==> src/rtl/bist_seq_pkg.sv <==
package bist_seq_pkg;
  localparam int STEP_W = 4;
  localparam int STEP_N = 1 << STEP_W;
  typedef logic [STEP_W-1:0] step_t;
  localparam step_t JUMP_STEP_DEF = step_t'(6);
endpackage

==> src/rtl/bist_rst_sync.sv <==
module bist_rst_sync #(
  parameter int STAGES = 2
) (
  input  logic clk,
  input  logic rst_n,
  output logic rst_sync_n
);
  logic [STAGES-1:0] sync_q;

  always_ff @(posedge clk or negedge rst_n) begin
    if (!rst_n) sync_q <= '0;
    else        sync_q <= {sync_q[STAGES-2:0], 1'b1};
  end

  assign rst_sync_n = sync_q[STAGES-1];
endmodule

==> src/rtl/bist_pulse_gen.sv <==
module bist_pulse_gen #(
  parameter int PERIOD_CYC = 1_000_000,
  parameter int PULSE_CYC  = 50_000
) (
  input  logic clk,
  input  logic rst_n,
  output logic base_o,
  output logic fall_o
);
  localparam int PH_W = (PERIOD_CYC > 2) ? $clog2(PERIOD_CYC) : 1;
  localparam logic [PH_W-1:0] PH_LAST  = PH_W'(PERIOD_CYC - 1);
  localparam logic [PH_W-1:0] PH_PULSE = PH_W'(PULSE_CYC);

  logic [PH_W-1:0] phase_q, phase_d;
  logic            base_q, base_d;

  // next state: free-running phase, pulse high for the first PULSE_CYC phases
  always_comb begin
    phase_d = (phase_q == PH_LAST) ? '0 : phase_q + PH_W'(1);
    base_d  = (phase_q < PH_PULSE);
  end

  always_ff @(posedge clk or negedge rst_n) begin
    if (!rst_n) begin
      phase_q <= '0;
      base_q  <= 1'b0;
    end else begin
      phase_q <= phase_d;
      base_q  <= base_d;
    end
  end

  assign base_o = base_q;
  assign fall_o = base_q & ~base_d;
endmodule

==> src/rtl/bist_step_clk.sv <==
module bist_step_clk (
  input  logic clk,
  input  logic rst_n,
  input  logic base_i,
  input  logic fall_i,
  output logic step_clk_o,
  output logic step_fall_o,
  output logic strobe_o
);
  logic sclk_q, sclk_d;

  always_comb begin
    sclk_d = sclk_q;
    if (fall_i) sclk_d = ~sclk_q;
  end

  always_ff @(posedge clk or negedge rst_n) begin
    if (!rst_n) sclk_q <= 1'b0;
    else        sclk_q <= sclk_d;
  end

  assign step_clk_o  = sclk_q;
  assign step_fall_o = fall_i & sclk_q;
  assign strobe_o    = base_i & sclk_q;
endmodule

==> src/rtl/bist_step_counter.sv <==
module bist_step_counter
  import bist_seq_pkg::*;
#(
  parameter step_t JUMP_STEP = JUMP_STEP_DEF
) (
  input  logic  clk,
  input  logic  rst_n,
  input  logic  adv_i,
  input  logic  jump_i,
  output step_t count_o
);
  step_t cnt_q, cnt_d;
  logic  cnt_en;

  always_comb begin
    cnt_en = adv_i;
    // load has priority over increment; wrap is natural 4-bit rollover
    cnt_d  = jump_i ? JUMP_STEP : cnt_q + step_t'(1);
  end

  always_ff @(posedge clk or negedge rst_n) begin
    if (!rst_n)      cnt_q <= '0;
    else if (cnt_en) cnt_q <= cnt_d;
  end

  assign count_o = cnt_q;
endmodule

==> src/rtl/bist_step_decoder.sv <==
module bist_step_decoder
  import bist_seq_pkg::*;
(
  input  step_t             count_i,
  input  logic              inh_a_i,
  input  logic              inh_b_i,
  output logic [STEP_N-1:0] sel_n_o
);
  logic dec_en;
  assign dec_en = ~(inh_a_i | inh_b_i);

  for (genvar i = 0; i < STEP_N; i++) begin : g_sel
    assign sel_n_o[i] = ~(dec_en & (count_i == STEP_W'(i)));
  end
endmodule

==> src/rtl/bist_step_sequencer.sv <==
module bist_step_sequencer
  import bist_seq_pkg::*;
#(
  parameter int    PERIOD_CYC = 1_000_000,
  parameter int    PULSE_CYC  = 50_000,
  parameter step_t JUMP_STEP  = JUMP_STEP_DEF
) (
  input  logic              clk,
  input  logic              rst_n,
  input  logic              jump_req,
  input  logic              dec_inh_a,
  input  logic              dec_inh_b,
  output logic [STEP_N-1:0] step_sel_n,
  output logic              strobe,
  output logic              step_clk,
  output logic [STEP_W-1:0] step_count
);
  logic  rst_sync_n;
  logic  base_pulse, base_fall, step_fall;
  step_t count;

  bist_rst_sync #(.STAGES(2)) u_rst_sync (
    .clk        (clk),
    .rst_n      (rst_n),
    .rst_sync_n (rst_sync_n)
  );

  bist_pulse_gen #(.PERIOD_CYC(PERIOD_CYC), .PULSE_CYC(PULSE_CYC)) u_pulse (
    .clk    (clk),
    .rst_n  (rst_sync_n),
    .base_o (base_pulse),
    .fall_o (base_fall)
  );

  bist_step_clk u_sclk (
    .clk         (clk),
    .rst_n       (rst_sync_n),
    .base_i      (base_pulse),
    .fall_i      (base_fall),
    .step_clk_o  (step_clk),
    .step_fall_o (step_fall),
    .strobe_o    (strobe)
  );

  bist_step_counter #(.JUMP_STEP(JUMP_STEP)) u_cnt (
    .clk     (clk),
    .rst_n   (rst_sync_n),
    .adv_i   (step_fall),
    .jump_i  (jump_req),
    .count_o (count)
  );

  bist_step_decoder u_dec (
    .count_i (count),
    .inh_a_i (dec_inh_a),
    .inh_b_i (dec_inh_b),
    .sel_n_o (step_sel_n)
  );

  assign step_count = count;
endmodule

==> config.mk <==
export PLATFORM = sky130hd
export DESIGN_NAME = bist_step_sequencer
export DESIGN_NICKNAME = d
export VERILOG_FILES = /design/src/rtl/bist_seq_pkg.sv /design/src/rtl/bist_rst_sync.sv /design/src/rtl/bist_pulse_gen.sv /design/src/rtl/bist_step_clk.sv /design/src/rtl/bist_step_counter.sv /design/src/rtl/bist_step_decoder.sv /design/src/rtl/bist_step_sequencer.sv
export SDC_FILE = /design/constraint.sdc
export NUM_CORES = 1
export LEC_CHECK = 0
export ABC_CLOCK_PERIOD_IN_PS = 1100
export CAP_MARGIN = 10
export CORE_ASPECT_RATIO = 2
export CORE_UTILIZATION = 45
export DETAILED_ROUTE_END_ITERATION = 10
export GPL_ROUTABILITY_DRIVEN = 0
export PLACE_DENSITY = 0.72
export SYNTH_ARGS = -nofsm -noshare
export SYNTH_HDL_FRONTEND = slang
export SYNTH_SLANG_ARGS = --single-unit
==> constraint.sdc <==
create_clock -name clk -period 1.1 [get_ports clk]
set_clock_uncertainty 0.1 [all_clocks]
set_input_delay 0.11 -clock clk [delete_from_list [all_inputs] [get_ports clk]]
set_output_delay 0.11 -clock clk [all_outputs]
set_load 0.02 [all_outputs]
==> summary.txt <==
STA
  • WHS: 0.153 ns
  • RSZ-0062 raised after global routing: true
  • Fmax: 554 MHz
  • Final worst slack: -0.706 ns
  • Slew Limit Fails: 0
  • Final Hold Vio Count: 0
  • Crit share post-route: 164%
  • Crit path time final: 1.81 ns
  • Final setup vio count: 48
  • Final setup TNS: -21.47 ns

Floorplanning
  • Total core area: 0.00338 sq mm
  • Initial Util: 47.1%
  • Rows: 30
  • # IOs: 27
  • Die Span X: 44.0 um
  • DIE AREA: 0.00379 sq mm
  • Die Height: 86.1 um

Critical path
  • Worst-path fanout max: 4
  • Start point of the critical path: u_pulse.phase_q[10]
  • Crit path to: u_pulse.phase_q[18]
  • Bufs and invs on worst path: 1
  • Worst reg2reg startpoint: u_pulse.phase_q[10]
  • CP top delay family: simple AND/OR/NAND/NOR gates
  • Critical path startpoint category: flop
  • CP Cell Sequence: nor4_4 > buf_4 > nand4_1 > a21oi_1 > o22ai_1
  • Worst path max stage delay: 0.44 ns
  • Worst R2R End: u_pulse.phase_q[18]
  • Critical Path Stages: 5
  • Critical path's slowest cell: dfrtp_1
  • FF-to-FF path depth: 5
  • Worst Path Arrival: 1.86 ns
  • CP Capture Type: flop
  • Crit path kind: reg2reg
  • Crit path required time: 1.15 ns
  • Worst R2R Setup Slack: -0.71 ns

Clocking
  • Worst-Skew Late Latency: 0.28 ns
  • Clock root buffer: clkbuf_8
  • Register clock-pin slew on the reported worst setup and hold paths: 0.10 ns
  • Clock buffer depth: 2
  • CTS Buf Count: 3
  • H-tree Lvls: 1
  • CTS tree: yes
  • CTS Sinks: 28

Drt
  • Drt first pass iters: 7
  • Vias/cell: 6.44
  • DR DRC count: 6
  • Initial DRC count: 120
  • WL final: 7550 um
  • Via Count: 1893
  • DRT antenna net count: 0
  • Wire per inst: 25.7 um

Logic synthesis
  • Most frequent cell after synthesis: dfrtp_1
  • Syn_area_per_cell: 9.64 sq um
  • Asr flop ratio synth: 100%
  • Top FF cell, synth: dfrtp_1
  • Post-Syn Area: 0.00159 sq mm
  • Yosys reg bits: 28
  • Synth cell count leaders: dfrtp_1 (28), nand3_1 (20), nand4_1 (11), nand2_1 (10), nor2_1 (10)
  • Synth area leader: dfrtp_1
  • Synth area leaders: dfrtp_1 (44%), nand3_1 (6.3%), xnor2_1 (4.4%)
  • Synth unique cells: 40
  • Top-area cell type share of the netlist area: 44.1%
  • Syn. warnings: 0
  • Syn_nets: 175
  • Post-Syn Instances: 165
  • Seq/Total Area, Yosys: 44.1%
  • EDFF count, synth: 0

Pwr
  • Switch share: 22.3%
  • Peak supply drop: 1.12 mV
  • P_leak: 1.28 nW
  • Comb power frac: 10.5%
  • Power Density: 694 mW/mm^2
  • Switch Pwr: 0.467 mW
  • Clk pwr share: 39.5%
  • Internal Power: 1.63 mW
  • Sequential power share: 49.9%

Global routing
  • Largest net degree at the start of global routing: 27
  • All-layer global routing usage: 32.1%
  • Global-route wire length before repair: 8910 um
  • Vias in the first global route: 1841
  • Grt ovf: 0
  • Initial antenna violation count: 0

Placement
  • Post-detail-place hpwl: 3380 um
  • I/O Buffers: 26

Worst hold path
  • HP Class: reg2async

Layout
  • Layout overhead on the synthesized area: 89.8%
  • Antenna fix cells: 0
  • Final nets: 273
  • Layout cells sized above 1: 64.1%

Flow run
  • MaxCap Viol Count: 0

Run status
  • Failing checks: DRC, setup timing
  • Outcome: finished, violations left
-- registers in the layout, indices dropped and copies added, names as in the netlist --
| name | flops |
|---|---|
| u_sclk.step_clk_o | 1 |
| u_rst_sync.sync_q | 2 |
| u_cnt.count_o | 4 |
| u_pulse.base_o | 1 |
| u_pulse.phase_q | 20 |
-- worst min path at each step --
| stage | startpoint | slack (ns) | end | cells after the start |
|---|---|---|---|---|
| after floorplan | rst_n | -0.29 | u_rst_sync.sync_q[0] | 0 |
| after global placement | u_rst_sync.sync_q[1] | 0.13 | u_pulse.phase_q[8] | 1 |
| after detailed placement | u_rst_sync.sync_q[1] | 0.15 | u_pulse.phase_q[8] | 1 |
| after CTS | u_rst_sync.sync_q[1] | 0.16 | u_pulse.phase_q[10] | 1 |
| after global routing | u_rst_sync.sync_q[1] | 0.20 | u_pulse.phase_q[10] | 1 |
| final | u_rst_sync.sync_q[1] | 0.15 | u_cnt.count_o[2] | 1 |
-- cell usage in the layout, fill, tap and decap left out, types with 3 or more instances in the layout --
master           synthesis  layout
nor3_1                   4       3
and2_1                   6       4
nand3_2                  1      12
dfrtp_2                  0       8
nor2_4                   0       4
xnor2_1                  8       6
nor2_1                  10       7
clkbuf_8                 0       3
buf_4                    2      46
buf_12                   0       3
dfrtp_1                 28      20
a21oi_2                  0       3
nand2_2                  0       3
clkdlybuf4s50_1          0       4
nand3_4                  0       7
xor2_1                   5       5
and3_4                   0       3
nand2_1                 10       7
ha_4                     0       5
buf_6                    0      45
o21ai_0                  9       4
o21ai_1                  0       3
nand4_1                 11      11
-- cell families (layout without fill, tap and decap cells) --
logic type / Yosys count / after routing / share of synthesized area, %
mux: 1 / 1 / 0.629
fa+ha+maj: 5 / 5 / 3.93
compound gates: 22 / 22 / 10.2
simple gates: 84 / 84 / 30.7
flops: 28 / 28 / 44.1
buf+inv: 11 / 108 / 3.07
other cells: 1 / 1 / 0.236
xor+xnor: 13 / 13 / 7.16
-- repair_timing --
item / in CTS / in global routing
endpoints found under the setup margin: 48 / 48
endpoints found under the hold margin: 2 / 0
pin swaps: 28 / 26
buffers inserted: 23 / 13
cloned: 0 / 0
gates resized for setup: 170 / 44
hold buffers: 1 / 0
-- per-stage QoR --
step	setup slack, ns	power (mW)	cell area [sq um]	utilization (%)	std cells
after global routing	-0.739	2.15	3020	89.3	294
after floorplan	-0.472	1.13	1750	-	165
final	-0.706	2.09	3020	89.3	294
after CTS	-0.513	2.05	2760	81.8	285
after detailed placement	-0.659	1.19	2310	68.4	259
after global placement	-0.610	1.19	2310	68.4	259
-- power by group through the flow --
stage                     Clock [mW]  Sequential, mW  Combinational, mW
after floorplan                    0            1.08             0.0463
after global placement             0            1.06              0.126
after detailed placement           0            1.06              0.130
after CTS                      0.828            1.05              0.178
after global routing           0.870            1.05              0.229
final                          0.828            1.05              0.221
-- area by class of cell --
class	instances	area [sq um]
clock buffer	3	41.3
clock inverter	1	30.0
fill	145	360
inverter	5	23.8
multi-input combinational	126	1210
sequential	28	711
tap	32	40.0
timing repair buffer	99	962
-- routing by layer --
layer,global-route usage [%],part of all wire [%]
met5,0,0
met4,18.7,8.9
met3,4.21,7.4
met2,58.7,50
met1,32.4,33
Power figures use the tool's default switching activity.
